[src/rtl/trap_pkg.sv]
package trap_pkg;

    localparam int TT_W   = 9;
    localparam int GL_W   = 3;
    localparam int CCR_W  = 8;
    localparam int ASI_W  = 8;
    localparam int PSW_W  = 13;
    localparam int SAVE_W = 64;

    localparam logic [TT_W-1:0] TT_CLEAN   = 9'h024;
    localparam logic [TT_W-1:0] TT_SPILL_L = 9'h080;
    localparam logic [TT_W-1:0] TT_SPILL_H = 9'h0BF;
    localparam logic [TT_W-1:0] TT_FILL_L  = 9'h0C0;
    localparam logic [TT_W-1:0] TT_FILL_H  = 9'h0FF;

    typedef enum logic [0:0] {ST_RUN, ST_FAULT} guard_state_e;

    typedef enum logic [1:0] {WK_NONE, WK_CLEAN, WK_SPILL, WK_FILL} win_kind_e;

    function automatic win_kind_e classify_tt(input logic [TT_W-1:0] tt);
        if (tt == TT_CLEAN)                          return WK_CLEAN;
        else if (tt >= TT_SPILL_L && tt <= TT_SPILL_H) return WK_SPILL;
        else if (tt >= TT_FILL_L && tt <= TT_FILL_H)   return WK_FILL;
        else                                         return WK_NONE;
    endfunction

endpackage

[src/rtl/trap_win_step.sv]
module trap_win_step
    import trap_pkg::*;
#(
    parameter int NWIN  = 8,
    parameter int CWP_W = 3
) (
    input  win_kind_e        kind_i,
    input  logic [CWP_W-1:0] cwp_i,
    input  logic [CWP_W-1:0] cansave_i,
    output logic [CWP_W-1:0] cwp_o
);
    localparam int SUM_W = CWP_W + 2;
    localparam logic [SUM_W-1:0] NW = SUM_W'(NWIN);

    logic [SUM_W-1:0] cwp_x;
    logic [SUM_W-1:0] cs_x;
    logic [SUM_W-1:0] sum;
    logic [SUM_W-1:0] rem;

    assign cwp_x = SUM_W'(cwp_i);
    assign cs_x  = SUM_W'(cansave_i);

    always_comb begin
        unique case (kind_i)
            WK_CLEAN: sum = cwp_x + SUM_W'(1);
            WK_SPILL: sum = cwp_x + cs_x + SUM_W'(2);
            WK_FILL:  sum = cwp_x + NW - SUM_W'(1);
            default:  sum = cwp_x;
        endcase
        rem   = sum % NW;
        cwp_o = rem[CWP_W-1:0];
    end
endmodule

[src/rtl/trap_psw_xform.sv]
module trap_psw_xform
    import trap_pkg::*;
(
    input  logic [PSW_W-1:0] psw_i,
    output logic [PSW_W-1:0] psw_o
);
    always_comb begin
        psw_o    = psw_i;
        psw_o[4] = 1'b1;      // floating-point enable
        psw_o[3] = 1'b0;      // address mask off
        psw_o[2] = 1'b1;      // privileged
        psw_o[1] = 1'b0;      // interrupts off
        psw_o[9] = psw_i[8];  // data endianness follows trap endianness
    end
endmodule

[src/rtl/trap_save_pack.sv]
module trap_save_pack
    import trap_pkg::*;
#(
    parameter int CWP_W = 3
) (
    input  logic [GL_W-1:0]   gl_i,
    input  logic [CCR_W-1:0]  ccr_i,
    input  logic [ASI_W-1:0]  asi_i,
    input  logic [PSW_W-1:0]  psw_i,
    input  logic [CWP_W-1:0]  cwp_i,
    output logic [SAVE_W-1:0] save_o
);
    logic [4:0] cwp_f;
    assign cwp_f = 5'(cwp_i);

    always_comb begin
        save_o        = '0;
        save_o[42:40] = gl_i;
        save_o[39:32] = ccr_i;
        save_o[31:24] = asi_i;
        save_o[20:8]  = psw_i;
        save_o[4:0]   = cwp_f;
    end
endmodule

[src/rtl/trap_entry_unit.sv]
module trap_entry_unit
    import trap_pkg::*;
#(
    parameter int ADDR_W       = 64,
    parameter int NWIN         = 8,
    parameter int TL_W         = 3,
    parameter int MAX_TL       = 6,
    parameter int MAX_GL       = 2,
    parameter int HPS_W        = 12,
    parameter int HND_SLOTS    = 32,
    parameter int INSN_BYTES   = 4,
    parameter logic [ADDR_W-1:0] HANDLER_BASE = ADDR_W'(64'h0000_0000_1000_0000),
    localparam int CWP_W = (NWIN > 1) ? $clog2(NWIN) : 1
) (
    input  logic              clk,
    input  logic              rst_n,
    input  logic              trap_i,
    input  logic [TT_W-1:0]   tt_i,
    input  logic [TL_W-1:0]   tl_i,
    input  logic [ADDR_W-1:0] pc_i,
    input  logic [ADDR_W-1:0] npc_i,
    input  logic [PSW_W-1:0]  psw_i,
    input  logic [HPS_W-1:0]  hpsw_i,
    input  logic [CCR_W-1:0]  ccr_i,
    input  logic [ASI_W-1:0]  asi_i,
    input  logic [CWP_W-1:0]  cwp_i,
    input  logic [CWP_W-1:0]  cansave_i,
    input  logic [GL_W-1:0]   gl_i,
    output logic              wr_o,
    output logic [TL_W-1:0]   tl_o,
    output logic [SAVE_W-1:0] tstate_o,
    output logic [ADDR_W-1:0] tpc_o,
    output logic [ADDR_W-1:0] tnpc_o,
    output logic [HPS_W-1:0]  htstate_o,
    output logic [TT_W-1:0]   tt_o,
    output logic [PSW_W-1:0]  psw_o,
    output logic [GL_W-1:0]   gl_o,
    output logic [CWP_W-1:0]  cwp_o,
    output logic              redir_o,
    output logic [ADDR_W-1:0] pc_o,
    output logic [ADDR_W-1:0] npc_o,
    output logic [ADDR_W-1:0] nnpc_o,
    output logic              err_o
);
    localparam logic [TL_W-1:0]   TL_CAP     = TL_W'(MAX_TL);
    localparam logic [GL_W-1:0]   GL_CAP     = GL_W'(MAX_GL);
    localparam logic [ADDR_W-1:0] STEP       = ADDR_W'(INSN_BYTES);
    localparam logic [ADDR_W-1:0] FILL_BASE  = HANDLER_BASE;
    localparam logic [ADDR_W-1:0] SPILL_BASE = HANDLER_BASE + ADDR_W'(HND_SLOTS * INSN_BYTES);

    guard_state_e state_q, state_d;
    win_kind_e    kind;
    logic         tl_room, take;
    logic [CWP_W-1:0]  cwp_next;
    logic [PSW_W-1:0]  psw_next;
    logic [SAVE_W-1:0] save_word;
    logic [GL_W-1:0]   gl_next;
    logic [ADDR_W-1:0] hbase;

    assign kind    = classify_tt(tt_i);
    assign tl_room = (tl_i < TL_CAP);
    assign gl_next = (gl_i >= GL_CAP) ? GL_CAP : gl_i + GL_W'(1);
    assign hbase   = (kind == WK_SPILL) ? SPILL_BASE : FILL_BASE;

    trap_win_step #(.NWIN(NWIN), .CWP_W(CWP_W)) u_win (
        .kind_i   (kind),
        .cwp_i    (cwp_i),
        .cansave_i(cansave_i),
        .cwp_o    (cwp_next)
    );

    trap_psw_xform u_psw (
        .psw_i(psw_i),
        .psw_o(psw_next)
    );

    trap_save_pack #(.CWP_W(CWP_W)) u_pack (
        .gl_i  (gl_i),
        .ccr_i (ccr_i),
        .asi_i (asi_i),
        .psw_i (psw_i),
        .cwp_i (cwp_i),
        .save_o(save_word)
    );

    // guard state register
    always_ff @(posedge clk) begin
        if (!rst_n) state_q <= ST_RUN;
        else        state_q <= state_d;
    end

    always_comb begin
        state_d = state_q;
        take    = 1'b0;
        unique case (state_q)
            ST_RUN: begin
                if (trap_i && tl_room)  take    = 1'b1;       // take
                else if (trap_i)        state_d = ST_FAULT;   // overflow
            end
            ST_FAULT: state_d = ST_FAULT;                     // hold
            default:  state_d = ST_FAULT;
        endcase
    end

    // registered outputs
    always_ff @(posedge clk) begin
        if (!rst_n) begin
            wr_o      <= 1'b0;
            redir_o   <= 1'b0;
            err_o     <= 1'b0;
            tl_o      <= '0;
            cwp_o     <= '0;
            tstate_o  <= '0;
            tpc_o     <= '0;
            tnpc_o    <= '0;
            htstate_o <= '0;
            tt_o      <= '0;
            psw_o     <= '0;
            gl_o      <= '0;
            pc_o      <= '0;
            npc_o     <= '0;
            nnpc_o    <= '0;
        end else begin
            wr_o    <= take;
            redir_o <= take && (kind == WK_SPILL || kind == WK_FILL);
            err_o   <= (state_d == ST_FAULT);
            if (take) begin
                tl_o      <= tl_i + TL_W'(1);
                tstate_o  <= save_word;
                tpc_o     <= pc_i;
                tnpc_o    <= npc_i;
                htstate_o <= hpsw_i;
                tt_o      <= tt_i;
                psw_o     <= psw_next;
                gl_o      <= gl_next;
                cwp_o     <= cwp_next;
                if (kind == WK_SPILL || kind == WK_FILL) begin
                    pc_o   <= hbase;
                    npc_o  <= hbase + STEP;
                    nnpc_o <= hbase + STEP + STEP;
                end
            end
        end
    end
endmodule

[config.mk]
export PLATFORM = sky130hd
export DESIGN_NAME = trap_entry_unit
export DESIGN_NICKNAME = d
export VERILOG_FILES = /design/src/rtl/trap_pkg.sv /design/src/rtl/trap_win_step.sv /design/src/rtl/trap_psw_xform.sv /design/src/rtl/trap_save_pack.sv /design/src/rtl/trap_entry_unit.sv
export SDC_FILE = /design/constraint.sdc
export NUM_CORES = 1
export LEC_CHECK = 0
export BUFFER_PORTS_ARGS = -buffer_cell sky130_fd_sc_hd__buf_2
export CAP_MARGIN = 10
export CELL_PAD_IN_SITES_DETAIL_PLACEMENT = 1
export CELL_PAD_IN_SITES_GLOBAL_PLACEMENT = 1
export CORE_AREA = 5 5 239 241
export CTS_CLUSTER_SIZE = 20
export DETAILED_ROUTE_END_ITERATION = 16
export DIE_AREA = 0 0 244 246
export PLACE_DENSITY_LB_ADDON = 0.3
export SLEW_MARGIN = 30
export SYNTH_ARGS = -nofsm -noshare
export SYNTH_HDL_FRONTEND = slang
export SYNTH_SLANG_ARGS = --single-unit
[constraint.sdc]
create_clock -name clk -period 1.6 [get_ports clk]
set_input_delay 0 -clock clk [delete_from_list [all_inputs] [get_ports clk]]
set_output_delay 0 -clock clk [all_outputs]
set_load 0.03 [all_outputs]
Word-level counts from Yosys, hierarchy flattened

Index checks and enable logic that the tools add are counted.

Muxes and demuxes: 11
$lt $le $gt $ge: 6
Divide/modulo/power cells: 0
Multipliers: 0
Equal/unequal tests: 4
Shift operators: 0
Add/subtract/negate cells: 9
Reduce and logical (&&, ||, !) cells: 6
Bitwise gates (word level): 1

Operators by type and width:

| kind                                                                              | number |
|---|---|
| 30-bit by 3-bit adder with 31-bit output (second input constant)                  | 1 |
| 29-bit by 3-bit adder with 30-bit output (second input constant)                  | 1 |
| 9-bit by 8-bit >= comparator with 1-bit output (second input constant)            | 2 |
| 9-bit by 8-bit less-or-equal comparator with 1-bit output (second input constant) | 2 |
| 3-bit by 1-bit adder with 3-bit output (second input constant)                    | 4 |
| 9-bit by 6-bit equality test with 1-bit output (second input constant)            | 1 |
| 3-bit one-hot mux with 3 select lines                                             | 1 |
| 8-bit 2-to-1 mux                                                                  | 1 |
| 2-bit 2-to-1 mux                                                                  | 3 |
| 2-bit equality test (second input constant)                                       | 2 |
| 1-bit logical AND                                                                 | 4 |
| 1-bit 2-to-1 mux                                                                  | 4 |
| 3-bit by 2-bit adder with 3-bit output (second input constant)                    | 1 |
| 3-bit adder                                                                       | 1 |
| 3-bit by 2-bit >= comparator with 1-bit output (second input constant)            | 1 |
| 3-bit less-than comparator (second input constant)                                | 1 |
| 3-bit 2-to-1 mux                                                                  | 1 |
| 3-bit by 1-bit subtractor with 3-bit output (second input constant)               | 1 |
| 2-bit by 1-bit equality test with 1-bit output (second input constant)            | 1 |
| 1-bit one-hot mux with 2 select lines                                             | 1 |
| 2-bit AND reduction                                                               | 1 |
| 1-bit logical OR                                                                  | 1 |
| 1-bit NOT                                                                         | 1 |

Memory bits (read-only): 0
Output and inout bits: 430
RAM bits: 0
Latch bits: 0
Memories: 0
Bits in registers: 399

Depth between registers and ports, before layout

Gate-level depths: netlist of run 1.

Depth in word-level cells: 9
Gate-level depth with buffers: 8
Depth with buffers taken out: 8

Modules after synthesis

A second synthesis of run 1 with hierarchy kept.

Cell total of the unflattened synthesis: 1389
Area total of the unflattened synthesis: 11467.2 sq um

Modules (own cells, without submodules):

| module          | times used | area an instance (sq um) | cells an instance |
|---|---|---|---|
| trap_entry_unit | 1          | 10686.5                  | 1288 |
| trap_save_pack  | 1          | 484.2                    | 65 |
| trap_win_step   | 1          | 191.4                    | 21 |
| trap_psw_xform  | 1          | 105.1                    | 15 |

Least setup slack after synthesis of run 1

Ideal clock, no wire load.

Path kind: input to register
Start: input cwp_i[1]
End: register cwp_o[2]
Arrival: 1.400 ns
Buffers on the path: 0
Required time: 1.526 ns
Stages: 8
Path slack: 0.125 ns
Library setup time: 0.074 ns
Cell sequence: inv_1 -> ha_1 -> inv_1 -> ha_1 -> xnor2_1 -> or4_1 -> a41o_1 -> a31oi_1

Longest elaborated chain between the ends: 3

RTL lines:

| what                                                                                                         | RTL line                                 | text |
|---|---|---|
| start, declared                                                                                              | trap_entry_unit.sv:26                    | `input logic [CWP_W-1:0] cwp_i,` |
| 3-bit by 1-bit adder with 3-bit output / 3-bit adder (equally long branches)                                 | trap_win_step.sv:27, trap_win_step.sv:26 |  |
| 3-bit by 1-bit subtractor with 3-bit output / 3-bit by 2-bit adder with 3-bit output (equally long branches) | trap_win_step.sv:27, trap_win_step.sv:26 |  |
| 3-bit one-hot mux with 3 select lines *                                                                      | trap_win_step.sv:24                      | `unique case (kind_i)` |
| end signal, assigned                                                                                         | trap_entry_unit.sv:136                   | `cwp_o <= cwp_next;` |
| end, declared                                                                                                | trap_entry_unit.sv:38                    | `output logic [CWP_W-1:0] cwp_o,` |

Every way passes the cells marked *; elsewhere a longest branch is shown, timed or not.
A chain may end at the register's enable or synchronous reset.

==> summary.txt, run 1 <==
Outcome
  – Status: finished clean

Die
  – Die ar.: 60000 um2
  – Core Area: 54700 um2
  – Vert. Die Dim: 246 um
  – Initial Utilization: 16.3%
  – Io pins: 623
  – Rows: 86
  – Die W: 244 um

Synthesis
  – EDFF count, synth: 0
  – Synth Cell Area: 8920 um2
  – Post-synthesis simple-gate area fraction: 17.7%
  – Post-synth cell types: 43
  – Avg Synthesized Cell Area: 7.90 um2
  – FF+latch count, synth: 199
  – Synth Area in XOR/XNOR: 0.547%
  – Synth warn: 0
  – Ys async rst share: 0%
  – Post-Syn Instances: 1130
  – Mux contribution to synthesized area: 0.238%
  – Adder-cell share of the synthesized area: 1.12%
  – Top_reg_cell synth: dfxtp_1
  – Sequential share of the synthesized area: 44.7%
  – Synth Area in Compound Gates: 12.1%
  – Combinational family with the most area after synthesis: buffers and inverters

Critical path
  – Reg2reg start: err_o
  – Crit start category: flip-flop
  – Critical Path Fanout Max: 23
  – Critical path origin: err_o
  – Arrival @ worst endpoint: 1.87 ns
  – CP Data Required Time: 2.01 ns
  – CP Class: flip-flop to flip-flop
  – Setup crit end kind: flip-flop

Pwr
  – PD cells: 985 nW/um2
  – Static leakage: 6.49 nW
  – Peak VDD IR: 756 uV

Clocking
  – H-tree depth: 4
  – Clock Sinks: 199
  – Clock slew at reported path FFs: 0.08 ns
  – Clock Latency Late Sink: 0.48 ns
  – Clock root buffer master: clkbuf_16
  – CTS tree: built
  – Total CTS buffers: 17
  – Clock tree buffer depth: 2

Placement
  – GPL Wtd Cong: 0.720
  – Placed cell count: 2199
  – Dpl hpwl: 26.1 mm
  – I/O Buffers: 407

Drt
  – First drt pass iteration count: 5
  – Final ANT Viol Nets: 0
  – Final WL: 35.9 mm
  – DR iter-0 viols: 214
  – DR vias: 8770
  – Vias per cell: 3.62
  – WL/cell: 14.8 um
  – DRC viols: 0

STA
  – Setup TNS: 0 ns
  – Max-slew violation count: 0
  – Setup Skew: 0.0162 ns
  – Final setup fails: 0
  – Tmin final: 1.46 ns
  – RSZ-0062 raised after global routing: true
  – Fmax: 0.686 GHz
  – Tcrit/Tclk final: 91.1%
  – Final Hold Fails: 0

Global route
  – Pin count of the biggest net entering global routing: 66
  – Vias in the first global route: 9285
  – GRT Total Usage: 11.2%
  – Initial antenna violation count: 1
  – First-pass GRT wire length: 52.8 mm
  – Grt total ovfl: 0

Finish
  – Area Growth Syn to Fin: 52.2%
  – Final Net Count: 1907
  – Post-Layout Cell Count: 2424
  – Fraction of layout cells with a size suffix above 1: 28.3%

Min path
  – Min-delay src: cansave_i[0]
  – Hold crit path type: primary input to flip-flop

Run
  – Max cap viols: 0
==> what timing repair did <==
item	CTS	global route
endpoints found under the hold margin	196	0
buffers inserted	0	0
setup endpoints to repair	0	7
hold buffers	191	0
gates resized for setup	0	1
==> stage by stage <==
stage / hold slack, ns / total power (W) / utilization [%] / area (um2) / setup WS [ns]
after global routing: 0.0967 / 0.0141 / 24.8 / 13600 / -0.0160
after CTS: 0.0516 / 0.0136 / 24.8 / 13500 / 0.0803
final: 0.105 / 0.0134 / 24.8 / 13600 / 0.142
after global placement: 0.203 / 0.00841 / 20.2 / 11000 / -0.128
after detailed placement: 0.211 / 0.00845 / 20.2 / 11000 / -0.154
after floorplan: 0.0957 / 0.00790 / - / 9730 / 0.125
==> cell usage in the layout, fill, tap and decap left out, types with 5 or more instances in the layout <==
cell           synthesis  layout
nor2_1                 9       9
conb_1                 1     215
inv_6                  0       5
nand2_1              376     375
dlygate4sd3_1          0     191
dfxtp_1              199     199
clkbuf_16              0      18
buf_2                 13     407
buf_4                242      29
buf_12                 1      10
ha_1                   8       8
a21oi_1              190     190
inv_1                  6       6
==> logic make-up (layout without fill, tap and decap cells) <==
family | after synthesis | after routing
AO/OA/AOI/OAI | 207 | 207
AND/OR/NAND/NOR | 405 | 405
flip-flops | 199 | 199
adder cells (fa/ha/maj) | 8 | 8
multiplexers | 2 | 2
buffers and inverters | 304 | 679
other | 1 | 216
XOR/XNOR | 4 | 4
==> report_power, final <==
group	internal, W	switching, W	total, W
clock network	0.00246	0.00219	0.00465
logic	0.00105	0.00227	0.00332
registers	0.00525	0.000153	0.00540
==> synthesized netlist by cell type, drive strengths merged, types with 2 or more instances <==
cell,count,area share [%]
nor4,2,0.21
o21ai,5,0.28
inv,8,0.36
a211oi,2,0.17
nand3,4,0.22
nor3,2,0.11
a31oi,3,0.21
nand2b,2,0.14
nor2,9,0.38
dfxtp,199,45
nor2b,3,0.21
buf,258,22
a21oi,190,11
xnor2,3,0.29
ha,8,1.1
nand2,376,16
clkbuf,38,1.6
==> final timing paths <==
kind / to / slack [ns] / depth (start not counted)
max: psw_o[5] / 0.14 / 7
min: cwp_o[0] / 0.11 / 5
max reg2reg: psw_o[5] / 0.14 / 7
min reg2reg: tnpc_o[43] / 0.45 / 2
==> flip-flops by register name, summed over array words and instances (netlist names) <==
register   cells
wr_o           1
gl_o           3
redir_o        1
pc_o           1
tpc_o         64
psw_o          8
tl_o           3
tt_o           9
cwp_o          3
tstate_o      28
err_o          1
tnpc_o        64
htstate_o     12
npc_o          1
==> area by class of cell <==
type | count | area (um2)
fill | 6749 | 41100
clock inverter | 11 | 135
inverter | 8 | 35.0
multi-input combinational | 841 | 3650
antenna | 1 | 2.50
timing repair buffer | 639 | 4420
clock buffer | 21 | 470
sequential | 199 | 3980
tap | 704 | 881
==> worst max-delay path, cell delays in order, from the launching register on <==
cell and delay, ns:
dfxtp_1 0.33, nor2b_1 0.05, buf_4 0.14, nand2_4 0.21, buf_16 0.21, buf_4 0.20, nand2_1 0.07, a21oi_1 0.14
==> routing by layer <==
layer | wire length (um) | track usage (%) | share of wire [%]
met5 | 0 | 0 | 0
met4 | 633 | 3.87 | 1.8
met3 | 2020 | 3.04 | 5.6
met2 | 18600 | 20.4 | 52
met1 | 14600 | 12.5 | 41
(Power assumes the default switching activity.)
==> inputs of run 2 (changes only) <==
--- a/config.mk
+++ b/config.mk
@@ -13,7 +13,8 @@
 export CTS_CLUSTER_SIZE = 20
 export DETAILED_ROUTE_END_ITERATION = 16
 export DIE_AREA = 0 0 244 246
-export PLACE_DENSITY_LB_ADDON = 0.3
+export HOLD_SLACK_MARGIN = 0.12
+export PLACE_DENSITY_LB_ADDON = 0.1
 export SLEW_MARGIN = 30
 export SYNTH_ARGS = -nofsm -noshare
 export SYNTH_HDL_FRONTEND = slang
==> run 2 against run 1 <==
Compared with the run above:
- clock skew up 0.00061 ns
- largest power group unchanged
- sequential power barely moved
- setup slack lost 0.13 ns
- power grew 2.1%
- via count fell by 1.2%
- hold slack improved by 0.073 ns
- largest cell class unchanged
==> summary.txt, run 2 (same netlist as run 1, synthesis figures left out) <==
Drt
  – DR iter-0 viols: 165
  – Vias per cell: 3.58
  – DR vias: 8662
  – First drt pass iteration count: 4
  – DRC viols: 0
  – Final WL: 37.4 mm
  – Final ANT Viol Nets: 0
  – WL/cell: 15.5 um

Critical path
  – Setup crit end kind: flip-flop
  – Reg2reg start: err_o
  – Worst setup path end: cwp_o[2]
  – CP Data Required Time: 2.00 ns
  – Crit start category: primary input
  – Cell depth of the worst flop-to-flop path: 6
  – Slowest-stage cell, CP: dlygate4sd3_1
  – CP Class: primary input to flip-flop
  – FF-to-FF End: tl_o[2]
  – Buf/Inv on CP: 2
  – Critical path's largest stage delay: 0.53 ns
  – Delay-heaviest family, CP: buffers and inverters
  – Worst path depth: 8
  – Critical path origin: cwp_i[0]
  – FF-to-FF setup slack: 0.16 ns
  – Critical Path Fanout Max: 2
  – Critical-path cell list: dlygate4sd3_1 > buf_2 > ha_1 > ha_2 > xnor2_1 > or4_1 > a41o_1 > a31oi_1
  – Arrival @ worst endpoint: 1.99 ns

Global route
  – GRT Total Usage: 11.9%
  – Vias in the first global route: 9188
  – Pin count of the biggest net entering global routing: 65
  – Grt total ovfl: 0
  – Initial antenna violation count: 1
  – First-pass GRT wire length: 55.3 mm

Outcome
  – Status: finished clean

STA
  – Final setup fails: 0
  – Tmin final: 1.58 ns
  – Max-slew violation count: 0
  – Setup Skew: 0.0168 ns
  – Tcrit/Tclk final: 99.0%
  – RSZ-0062 raised after global routing: false
  – Final Hold Fails: 0
  – Fmax: 0.631 GHz

Run
  – Max cap viols: 0

Finish
  – Largest registers: tnpc_o: 64 flops, tpc_o: 64 flops, tstate_o: 28 flops
  – Most frequent cells in the layout: buf_2 (407), nand2_1 (375), conb_1 (215), dfxtp_1 (199), dlygate4sd3_1 (192)
  – Final Net Count: 1902
  – Fraction of layout cells with a size suffix above 1: 28.1%
  – Fin util: 24.9%
  – Ant. Diodes: 0
  – Area Growth Syn to Fin: 52.3%
  – Post-Layout Cell Count: 2418
  – Most common library cell in the layout ignoring fill and taps: buf_2

Clocking
  – Clock slew at reported path FFs: 0.07 ns
  – CTS tree: built
  – H-tree depth: 4
  – Clock Sinks: 199
  – Total CTS buffers: 17
  – Clock tree buffer depth: 2
  – Clock Latency Late Sink: 0.49 ns
  – Clock root buffer master: clkbuf_16

Pwr
  – Peak VDD IR: 762 uV
  – Static leakage: 6.48 nW
  – PD cells: 1000 nW/um2

Placement
  – Placed cell count: 2194
  – I/O Buffers: 407
  – Dpl hpwl: 28.1 mm
  – GPL Wtd Cong: 0.698

Die
  – Die ar.: 60000 um2
  – Die W: 244 um
  – Rows: 86
  – Io pins: 623
  – Core Area: 54700 um2
  – Vert. Die Dim: 246 um
  – Initial Utilization: 16.3%

Min path
  – Hold crit path type: primary input to flip-flop
## run 2: cell types whose count changed in the layout (fill, tap and decap cells not counted)
cell           delta
buf_4             -8
inv_8             -1
diode_2           -1
bufinv_16         +2
clkbuf_8          -1
inv_6             +1
clkbuf_16         -1
clkinvlp_4        -1
ha_1              -1
buf_12            +4
buf_16            -1
dlygate4sd3_1     +1
ha_2              +1
## run 2: report_power, final
group          switching [W]  internal (W)
registers           0.000144       0.00525
clock network        0.00221       0.00273
logic                0.00228       0.00104
## run 2: cell type report
| class | instances | area (um2) |
|---|---|---|
| Fill cell | 6694 | 41100 |
| Timing Repair Buffer | 634 | 4400 |
| Sequential cell | 199 | 3980 |
| Multi-Input combinational cell | 841 | 3650 |
| Tap cell | 704 | 881 |
| Clock buffer | 20 | 457 |
| Clock inverter | 12 | 185 |
| Inverter | 8 | 35.0 |
## run 2: worst register-to-register path, stage by stage, from the launching register on
cell	delay, ns
dfxtp_1	0.32
nor2b_1	0.18
and2_4	0.24
buf_12	0.20
buf_12	0.19
nor2_1	0.06
a211oi_1	0.18
## run 2: worst min path at each step
stage | startpoint | to | cells past startpoint
after global placement | tl_i[0] | tl_o[0] | 2
after floorplan | tl_i[0] | tl_o[0] | 1
after detailed placement | tl_i[0] | tl_o[0] | 2
after global routing | cansave_i[0] | cwp_o[0] | 5
after CTS | cansave_i[0] | cwp_o[0] | 5
final | cansave_i[0] | cwp_o[0] | 5
## run 2: what timing repair did
item | 4_1_cts | 5_1_grt
setup endpoints to repair | 0 | 1
endpoints found under the hold margin | 197 | 0
buffers inserted | 0 | 0
hold buffers | 192 | 0
gates resized for setup | 0 | 1
## run 2: stage by stage
step | TNS [ns] | total power (W) | area [um2] | hold WS (ns) | setup WS, ns
2_1_floorplan | 0 | 0.00790 | 9730 | 0.0957 | 0.125
3_3_place_gp | -0.154 | 0.00848 | 11000 | 0.212 | -0.154
3_5_place_dp | -0.171 | 0.00849 | 11000 | 0.216 | -0.171
4_1_cts | 0 | 0.0141 | 13600 | 0.121 | 0.0527
5_1_grt | 0 | 0.0144 | 13600 | 0.192 | 0.00209
6_report | 0 | 0.0137 | 13600 | 0.178 | 0.0155
## run 2: per-layer routing
| layer | vias up | part of all wire, % | track usage (%) |
|---|---|---|---|
| li1 | 4298 | - | - |
| met1 | 4062 | 40 | 13.4 |
| met2 | 273 | 53 | 21.9 |
| met3 | 27 | 5.5 | 3.41 |
| met4 | 2 | 1.4 | 3.60 |
| met5 | - | 0.019 | 0 |
